[config.mk]
export PLATFORM = sky130hd
export DESIGN_NAME = lock_guard
export DESIGN_NICKNAME = d
export VERILOG_FILES = /design/src/rtl/lock_guard_pkg.sv /design/src/rtl/blk_decode.sv /design/src/rtl/lock_cell.sv /design/src/rtl/lock_guard.sv
export SDC_FILE = /design/constraint.sdc
export NUM_CORES = 1
export LEC_CHECK = 0
export BUFFER_PORTS_ARGS = -buffer_cell sky130_fd_sc_hd__buf_4
export CORE_UTILIZATION = 49
export DETAILED_ROUTE_END_ITERATION = 10
export PLACE_DENSITY_LB_ADDON = 0.15
export REMOVE_ABC_BUFFERS = 1
export SLEW_MARGIN = 10
export SYNTH_ARGS = -nofsm -noshare
export SYNTH_HDL_FRONTEND = slang
export SYNTH_SLANG_ARGS = --single-unit
export TNS_END_PERCENT = 5
[constraint.sdc]
create_clock -name clk -period 6.59 [get_ports clk]
set_input_delay 1.318 -clock clk [delete_from_list [all_inputs] [get_ports clk]]
set_output_delay 1.318 -clock clk [all_outputs]
set_load 0.02 [all_outputs]
[src/rtl/lock_guard_pkg.sv]
package lock_guard_pkg;

    typedef enum logic [1:0] {
        LK_OPEN   = 2'b00,
        LK_HELD   = 2'b01,
        LK_PINNED = 2'b11
    } lk_state_e;

    typedef enum logic [1:0] {
        OP_NONE   = 2'd0,
        OP_LOCK   = 2'd1,
        OP_UNLOCK = 2'd2,
        OP_PIN    = 2'd3
    } lk_op_e;

    function automatic lk_state_e lk_next(lk_state_e cur, lk_op_e op, logic wp_high);
        lk_state_e nxt;
        nxt = cur;
        case (op)
            OP_LOCK:   if (cur == LK_OPEN) nxt = LK_HELD;
            OP_PIN:    nxt = LK_PINNED;
            OP_UNLOCK: if (cur != LK_PINNED || wp_high) nxt = LK_OPEN;
            default:   nxt = cur;
        endcase
        return nxt;
    endfunction

endpackage

[src/rtl/blk_decode.sv]
module blk_decode #(
    parameter int ADDR_W       = 21,
    parameter int PARAM_W      = 12,
    parameter int MAIN_W       = 15,
    parameter int PARAM_BLOCKS = 8,
    parameter int IDX_W        = 7,
    parameter bit TOP_BOOT     = 1'b1
) (
    input  logic [ADDR_W-1:0] addr,
    output logic [IDX_W-1:0]  idx
);
    localparam logic [ADDR_W:0]   FULL     = {1'b1, {ADDR_W{1'b0}}};
    localparam logic [ADDR_W:0]   SPAN_W   = (ADDR_W+1)'(PARAM_BLOCKS) << PARAM_W;
    localparam logic [ADDR_W-1:0] SPAN     = SPAN_W[ADDR_W-1:0];
    localparam logic [ADDR_W:0]   TBASE_W  = FULL - SPAN_W;
    localparam logic [ADDR_W-1:0] TOP_BASE = TBASE_W[ADDR_W-1:0];
    localparam int                NUM_MAIN = int'((FULL - SPAN_W) >> MAIN_W);

    logic [ADDR_W-1:0] off;

    generate
        if (TOP_BOOT) begin : g_top
            always_comb begin
                off = addr - TOP_BASE;
                if (addr >= TOP_BASE)
                    idx = IDX_W'(NUM_MAIN) + IDX_W'(off >> PARAM_W);
                else
                    idx = IDX_W'(addr >> MAIN_W);
            end
        end else begin : g_bottom
            always_comb begin
                off = addr - SPAN;
                if (addr < SPAN)
                    idx = IDX_W'(addr >> PARAM_W);
                else
                    idx = IDX_W'(PARAM_BLOCKS) + IDX_W'(off >> MAIN_W);
            end
        end
    endgenerate
endmodule

[src/rtl/lock_cell.sv]
module lock_cell
    import lock_guard_pkg::*;
(
    input  logic      clk,
    input  logic      rst,
    input  logic      hit,
    input  lk_op_e    op,
    input  logic      wp_high,
    output lk_state_e state
);
    always_ff @(posedge clk) begin
        if (rst)
            state <= LK_HELD;
        else if (hit)
            state <= lk_next(state, op, wp_high);
    end
endmodule

[src/rtl/lock_guard.sv]
module lock_guard
    import lock_guard_pkg::*;
#(
    parameter int ADDR_W       = 21,
    parameter int PARAM_W      = 12,
    parameter int MAIN_W       = 15,
    parameter int PARAM_BLOCKS = 8,
    parameter bit TOP_BOOT     = 1'b1
) (
    input  logic              clk,
    input  logic              rst,
    input  logic              req_valid,
    input  logic [1:0]        req_op,
    input  logic [ADDR_W-1:0] req_addr,
    input  logic              wr_prot,
    input  logic              vpp_ok,
    input  logic [ADDR_W-1:0] qry_addr,
    output logic              qry_writable,
    output logic [1:0]        qry_status
);
    localparam int NUM_MAIN   = ((1 << ADDR_W) - (PARAM_BLOCKS << PARAM_W)) >> MAIN_W;
    localparam int NUM_BLOCKS = NUM_MAIN + PARAM_BLOCKS;
    localparam int IDX_W      = $clog2(NUM_BLOCKS);

    logic [IDX_W-1:0] req_idx, qry_idx;
    lk_state_e        blk_st [NUM_BLOCKS];
    lk_state_e        sel_st;
    lk_op_e           op_q;

    assign op_q = lk_op_e'(req_op);

    blk_decode #(
        .ADDR_W(ADDR_W), .PARAM_W(PARAM_W), .MAIN_W(MAIN_W),
        .PARAM_BLOCKS(PARAM_BLOCKS), .IDX_W(IDX_W), .TOP_BOOT(TOP_BOOT)
    ) u_req_dec (.addr(req_addr), .idx(req_idx));

    blk_decode #(
        .ADDR_W(ADDR_W), .PARAM_W(PARAM_W), .MAIN_W(MAIN_W),
        .PARAM_BLOCKS(PARAM_BLOCKS), .IDX_W(IDX_W), .TOP_BOOT(TOP_BOOT)
    ) u_qry_dec (.addr(qry_addr), .idx(qry_idx));

    generate
        for (genvar b = 0; b < NUM_BLOCKS; b++) begin : g_cell
            lock_cell u_cell (
                .clk     (clk),
                .rst     (rst),
                .hit     (req_valid && (req_idx == IDX_W'(b))),
                .op      (op_q),
                .wp_high (wr_prot),
                .state   (blk_st[b])
            );
        end
    endgenerate

    always_comb begin
        sel_st = LK_HELD;
        for (int b = 0; b < NUM_BLOCKS; b++)
            if (qry_idx == IDX_W'(b)) sel_st = blk_st[b];
    end

    assign qry_status   = sel_st;
    assign qry_writable = vpp_ok && (sel_st == LK_OPEN);
endmodule

==> run summary, run 1 <==
The number of max-capacitance violations reported is 0. The most common cell after layout, fill and taps aside is nand2_1. The count of pins over their slew limit came to 0. Of the available clock period, the critical path in the final layout requires 95.3%.

In this design, the critical path's most frequently occurring cell is buf_4. The delay of the slowest critical-path stage came out at 0.52 ns. The placer congestion estimate came out at 1.02.

The total clock buffers created by CTS is 17. The post-synthesis area per instance is 7.77 um^2. The detailed placement HPWL came out at 25200 um. The depth of the worst hold-timing path is 2. STA classifies the critical path startpoint as an input port. The met2 usage in global routing came out at 53.9%. The synthesized netlist devotes 23.7% of its cell area to compound gates. The horizontal die dimension is 144 um.

Per report_power, the clock group accounts for 46.6% of the total. The full die area is 20700 um^2. The cell total after placement is 1527. In the final timing run, aggregate negative setup slack is 0 ns. For this run the aggregate overflow at the end of global routing stands at 0.

Before CTS, the worst setup slack after placement is 0.424 ns. The final routed wirelength across all metal layers came out at 35600 um. The number of global-route vias before repair is 9017. The total routing usage reported by global routing came out at 35.4%. The wire length of the first global-routing pass is 54500 um. The worst clock skew on the final layout came out at 0.00614 ns. The most frequently used flop master after synthesis is dfxtp_1. The post-synthesis instance area came out at 9840 um^2. The relative contribution of sequential cells to total power came out at 37.9%. The worst setup slack after layout came out at 0.312 ns. By area, the combinational part of the netlist is dominated by simple AND/OR/NAND/NOR gates. The distinct cell type count of the synthesized netlist came out at 88. The number of buffers added on ports is 51. The die span in y is 144 um. The most used routing layer is met2.

Setup repair after global routing left no endpoint under its margin. At the worst endpoint, the required time is 5.27 ns. Combinational cells account for 15.5% of the total power. The library cell with the largest summed area after synthesis is dfxtp_1. Once the floorplan was initialized, standard cells occupied 50.2% of the core. Global routing consumed, on the met1 layer, 48.6% of the routing resources. The internal power is 1.60 mW. For the worst-skew pair, the clock arrives at the later sink with an insertion delay of 0.43 ns. The run finished with clean final reports.

The count of flip-flops with a built-in enable after synthesis is 0. The tree built by TritonCTS fans out to 142 sinks. The flip-flop count of the largest register, all copies and words added is 142.

The slowest stage of the critical path belongs to the cell and2_1. The DRC violation count after routing is 0. The worst setup path is captured at an output port.

The area share of fa/ha/maj cells after synthesis is 0.890%. After synthesis, the share of cell area in mux cells is 14.3%. The number of diodes added for antenna fixing came out at 0. The number of placement rows is 51.

The leakage power of the design is 4.89 nW. The largest net degree at the start of global routing came out at 82. The sum of buffers and inverters on the critical path came out at 3. The total of cells resized after clock tree synthesis came out at 0. The worst-margin pin slew is 1.18 ns. Global routing consumed, on the met3 layer, 6.00% of the routing resources. The total core area is 19600 um^2. The number of levels in the clock H-tree came out at 4. In the final layout, the registers with the most flip-flops are g_cell.u_cell.state: 142 flops. Clock tree synthesis selected as its root buffer the cell clkbuf_16. In this run switching power makes up 29.4% of total power. After synthesis, the cell types taking the most area are dfxtp_1 (29%), mux2i_1 (14%), nand2_1 (7.4%). The fraction of layout cells with a size suffix above 1 came out at 12.4%. The count of pins on the block boundary came out at 52. The top cell type by area accounts for 28.9% of the synthesized area. The area added between synthesis and finish is 12.7%. Clock-pin slew was measured on the worst setup and hold paths at 0.07 ns.

The synthesized instance count is 1266. The highest fanout seen on the critical path is 18. The share of the Yosys chip area taken by registers is 28.9%.

The worst pin sits at a relative slew slack of 21.3%. The worst endpoint data arrival time is 4.96 ns. The post-route minimum period is 6.28 ns. The simple-gate portion of the synthesized area came out at 26.3%. Counting buffers and inverters, the worst setup path is 14 cells deep. The initial antenna violation count was 0. Traced cell by cell, the critical path runs through buf_4 -> inv_1 -> ha_1 -> nor2b_1 -> nand3_1 -> and2_1 -> o22ai_1 -> o21ai_0 -> a221oi_1 -> o211ai_1 -> a311oi_2 -> o21ai_2 -> nor4b_2 -> buf_4. The power density normalized to cell area came out at 205 nW/um^2. The tightest min-delay check is of the flip-flop to flip-flop type. The number of DRC violations after detailed-routing iteration 0 is 1093.

In this run the post-CTS setup repair buffer count came out at 0. The post-synthesis xor/xnor area fraction came out at 1.23%. The routed wire length per instance is 22.9 um. The clock passes through at most 2 buffers. The total power consumption of the routed design is 2.27 mW. In the synthesized netlist the async set-or-reset flop fraction comes to 0%. For this run, the top clock speed supported by timing is 159 MHz. The reported net switching power came out at 668 uW. The number of flip-flops and latches in the synthesized netlist is 142.

The first-pass iteration count of the detailed router came out at 6. Setup violations remaining at the end of the flow were counted as 0. The final cell count without fillers came out at 1559. The gate family responsible for the most delay along the worst path is simple AND/OR/NAND/NOR gates.

The category of the critical setup timing path is input port to output port. The warning count from the yosys run came out at 0. The number of nets in the layout came out at 1337. In this run, post-CTS hold repair placed 0 buffers.

The largest vdd supply drop is 0.000138 V. The cell depth of the worst flop-to-flop path is 6. The total number of vias is 10021.

Dividing the detail-routed via count by the number of cells gives 6.43. The final number of hold-violating endpoints came out at 0. The count of nets left with antenna violations once routing finished came out at 0.

The register with the most flip-flops in the final layout is g_cell.u_cell.state. The TritonCTS clock tree is built. Leaving out fill and tap cells, the most frequent cells in the layout are nand2_1 (192), dfxtp_1 (142), mux2i_1 (136).
[final cells by class]
type	instances	area, um^2
multi-input cells	1015	6560
repair buffers	84	643
well taps	265	332
flip-flops and latches	142	2840
inverters	21	78.8
clock inverters	14	200
fillers	1879	8500
clock buffers	18	439
[power by group through the flow]
stage / registers (mW) / logic (mW) / clock network, mW
5_1_grt: 0.860 / 0.376 / 1.10
3_5_place_dp: 0.880 / 0.343 / 0
3_3_place_gp: 0.880 / 0.343 / 0
6_report: 0.861 / 0.352 / 1.06
2_1_floorplan: 0.879 / 0.200 / 0
4_1_cts: 0.860 / 0.345 / 1.07
[layer usage]
metal,wire length [um],vias up
li1,-,4649
met1,15500,4779
met2,15900,516
met3,2870,77
met4,1380,0
met5,0,-
[final timing paths]
kind	from	endpoint	slack [ns]
max	qry_addr[12]	qry_writable	0.31
min	g_cell[67].u_cell.state[0]	g_cell[67].u_cell.state[0]	0.52
max reg2reg	g_cell[68].u_cell.state[0]	g_cell[68].u_cell.state[0]	4.93
min reg2reg	g_cell[67].u_cell.state[0]	g_cell[67].u_cell.state[0]	0.52
[synth_stat cells, types with 16 or more instances]
master,n
a21oi_1,47
buf_2,16
nand3_1,53
o22ai_1,23
clkbuf_1,57
a221oi_1,24
nand2b_1,71
nand2_1,193
o21ai_0,26
nor2_1,133
a22oi_1,50
inv_1,20
mux2i_1,136
nor3_1,23
dfxtp_1,142
[worst reg2reg max path, delay by kind of cell (launching register included)]
family / cells / cell delay [ns]
AOI/OAI and AO/OA: 2 / 0.49
DFF: 1 / 0.34
and+or+nand+nor: 4 / 0.73
[cell families after synthesis]
logic type	after synthesis
simple gates	547
compound gates	309
flops	142
mux	139
buf+inv	109
xor+xnor	13
fa+ha+maj	7
[stage by stage]
step | util (%) | hold slack, ns | cell area [um^2]
2_1_floorplan | - | 0.460 | 9450
3_3_place_gp | 53.4 | 0.475 | 10500
3_5_place_dp | 53.4 | 0.488 | 10500
4_1_cts | 56.6 | 0.519 | 11100
5_1_grt | 56.6 | 0.544 | 11100
6_report | 56.6 | 0.522 | 11100
No activity file was read; power rests on OpenSTA's default activity.
==> inputs of run 2 (changes only) <==
Settings changed: CORE_UTILIZATION 49 to 57.
==> run 2 against run 1 <==
Compared with the run above:
- register-to-register slack gained 0.08 ns
- clock skew grew 0.00088 ns
- core utilization up 9.0 points
- total power is 5.1% lower
- setup slack improved by 0.033 ns
- combinational power is essentially flat
- clock-buffer cell count fell by 1
- largest power group unchanged
==> run summary, run 2 (synthesized netlist as in run 1, its figures left out) <==
The horizontal die dimension is 133 um. Hold is met by 0.508 ns. In the final timing run, aggregate negative setup slack is 0 ns. The die is 133 um tall. The signal on the critical path passes through buf_4 -> inv_1 -> ha_1 -> nor4b_2 -> nand4_1 -> a21oi_4 -> o21ai_4 -> a221oi_2 -> o22ai_1 -> a221oi_1 -> o211ai_1 -> a311oi_2 -> o21ai_2 -> nor4b_2 -> buf_4. The internal portion of the total power is 1.48 mW. The number of global-route vias before repair came to 9410. The area added between synthesis and finish came out at 11.4%. Based on the critical path, the design can be clocked at up to 160 MHz. The largest net degree at the start of global routing came out at 91. Leaving out fill and tap cells, the most frequent cell in the layout is nand2_1. The slack of the worst reg-to-reg path is 5.01 ns. The number of nets still failing antenna checks after routing is 0.

The HPWL after detailed placement is 24400 um. After clock tree synthesis, the clock-pin slew on the worst setup and hold paths is 0.07 ns. The instance area after placement is 10400 um^2.

The fill cell instance count of the final layout came out at 1488. In this run the number of H-tree levels came out at 4. The relative max-transition margin is 12.8%. The largest registers in the layout are g_cell.u_cell.state: 142 flops. At the pin with the least slew margin, the transition time is 1.30 ns. The number of buffers on the longest clock path came out at 2. The power density normalized to cell area came out at 197 nW/um^2.

The clock power share is 43.7%. The count of pins over their slew limit came to 0. The gate family responsible for the most delay along the worst path is compound AO/OA/AOI/OAI gates. The worst endpoint data arrival time came out at 4.93 ns. The number of post-CTS setup repair buffers is 0. The worst reg2reg path endpoint is g_cell[69].u_cell.state[0]. Across the VDD grid, the largest voltage drop is 0.000178 V. The worst setup path is captured at an output port. The worst clock skew on the final layout came out at 0.00702 ns. The number of cells on the worst reg-to-reg path is 6. The post-route minimum period came out at 6.25 ns. The sort of element at the start of the critical path is an input port. The wire length of the first global-routing pass came out at 54000 um. The reported net switching power is 678 uW. The number of placement rows is 47. In this run the critical register-to-register path is launched from g_cell[69].u_cell.state[0]. The logic depth of the worst setup path including buffers came out at 15. The fraction of layout cells with a size suffix above 1 is 12.5%. The class of the tightest hold or removal check is flip-flop to flip-flop.

The detailed router finished its first iteration with 1220 violations. The clock sink count is 142. The register with the highest flop count is g_cell.u_cell.state. The number of setup violations in the final report came out at 0. After layout, the worst setup slack is 0.345 ns. In this run the worst path has a maximum fanout of 18. The sum of buffers and inverters on the critical path is 3. The flow ran to the end, and the final reports show no timing, DRC or antenna violations. The total routing usage reported by global routing came out at 39.5%.

The total core area came out at 16700 um^2. The initial core utilization came out at 58.9%. The placer congestion estimate is 1.07.

The count of pins on the block boundary came out at 52. The relative contribution of sequential cells to total power is 39.9%. Setup repair after global routing left no endpoint under its margin. Before CTS, the worst setup slack after placement is 0.361 ns. The routed wire length per instance is 23.0 um. The slowest stage of the critical path belongs to the cell a221oi_1. TritonCTS built the clock tree. The master cell of the clock root buffer is clkbuf_16. The number of max-capacitance violations reported is 0. The total number of vias is 10239.

The initial antenna violation count is 0. The first-pass iteration count of the detailed router is 6. Dividing the detail-routed via count by the number of cells gives 6.75.

For this run, design rule violations remaining after detail routing come to 0. The final number of hold-violating endpoints was 0. The final routed wirelength across all metal layers is 34900 um. The number of nets in the layout is 1339.

The flip-flop count of the largest register, all copies and words added is 142. The category of the critical setup timing path is input port to output port. Port buffering added 51 buffers. The number of clock buffers added by TritonCTS is 17.

The final instance area came out at 11000 um^2. Global routing finished with a remaining overflow of 0. The critical path ends at qry_writable. The clock latency on the worst-skew pair came out at 0.44 ns. The worst setup path startpoint is qry_addr[12]. In this run the static leakage power is 4.86 nW. The final critical path takes up 94.8% of the cycle. In this run switching power makes up 31.4% of total power.

On the worst path, the slowest cell contributes a delay of 0.46 ns. Leaving out fill and tap cells, the most frequent cells in the layout are nand2_1 (192), dfxtp_1 (142), mux2i_1 (136). STA puts the critical path data required time at 5.27 ns. The share of total power dissipated in combinational logic is 16.4%. The die covers 17800 um^2.
-- run 2: cell types whose count changed in the layout (fill, tap and decap cells not counted), sizes merged --
cell    before  now
bufinv       3    0
buf         84   86
clkinv       4    6
inv         27   29
clkbuf      18   17
diode        0    1
-- run 2: metal layers --
metal | GRT usage, % | vias to the layer above | routed length [um]
met4 | 21.0 | 0 | 1880
li1 | - | 4668 | -
met3 | 8.18 | 134 | 3300
met5 | 0 | - | 0
met2 | 61.4 | 593 | 15300
met1 | 51.4 | 4844 | 14400
-- run 2: worst min-delay path by stage --
stage / from / end / slack, ns / cells after the start
after global routing: g_cell[66].u_cell.state[1] / g_cell[66].u_cell.state[1] / 0.55 / 2
after floorplan: g_cell[66].u_cell.state[1] / g_cell[66].u_cell.state[1] / 0.46 / 2
after CTS: g_cell[66].u_cell.state[1] / g_cell[66].u_cell.state[1] / 0.50 / 2
after detailed placement: g_cell[66].u_cell.state[1] / g_cell[66].u_cell.state[1] / 0.49 / 2
after global placement: g_cell[66].u_cell.state[1] / g_cell[66].u_cell.state[1] / 0.48 / 2
final: g_cell[66].u_cell.state[1] / g_cell[66].u_cell.state[1] / 0.51 / 2
-- run 2: tightest hold or removal path: stages, from the launching register on --
cell and delay (ns):
dfxtp_1 0.33, mux2i_1 0.07, nor2_1 0.08
-- run 2: layout make-up --
cell class	count	area (um^2)	share of cell area, %
antenna	1	2.50	0.0228
clock buffer	17	425	3.88
clock inverter	15	130	1.19
inverter	21	78.8	0.719
multi-input combinational	1015	6570	59.9
sequential	142	2840	25.9
tap	220	275	2.51
timing repair buffer	86	646	5.89
-- run 2: repair_timing --
action / 4_1_cts / 5_1_grt
endpoints found under the setup margin: 0 / 1
hold buffers: 0 / 0
resized for setup: 0 / 1
-- run 2: power groups by stage --
stage                     clock [mW]  sequential (mW)  combinational, mW
final                          0.941            0.860              0.355
after global routing           0.982            0.860              0.376
after CTS                      0.943            0.860              0.344
after detailed placement           0            0.880              0.343
after global placement             0            0.880              0.342
after floorplan                    0            0.879              0.200
-- run 2: stage by stage --
step	utilization [%]	instances	power, mW
3_3_place_gp	62.3	1484	1.22
6_report	65.7	1517	2.16
5_1_grt	65.6	1516	2.22
4_1_cts	65.6	1516	2.15
2_1_floorplan	-	1178	1.08
3_5_place_dp	62.3	1484	1.22
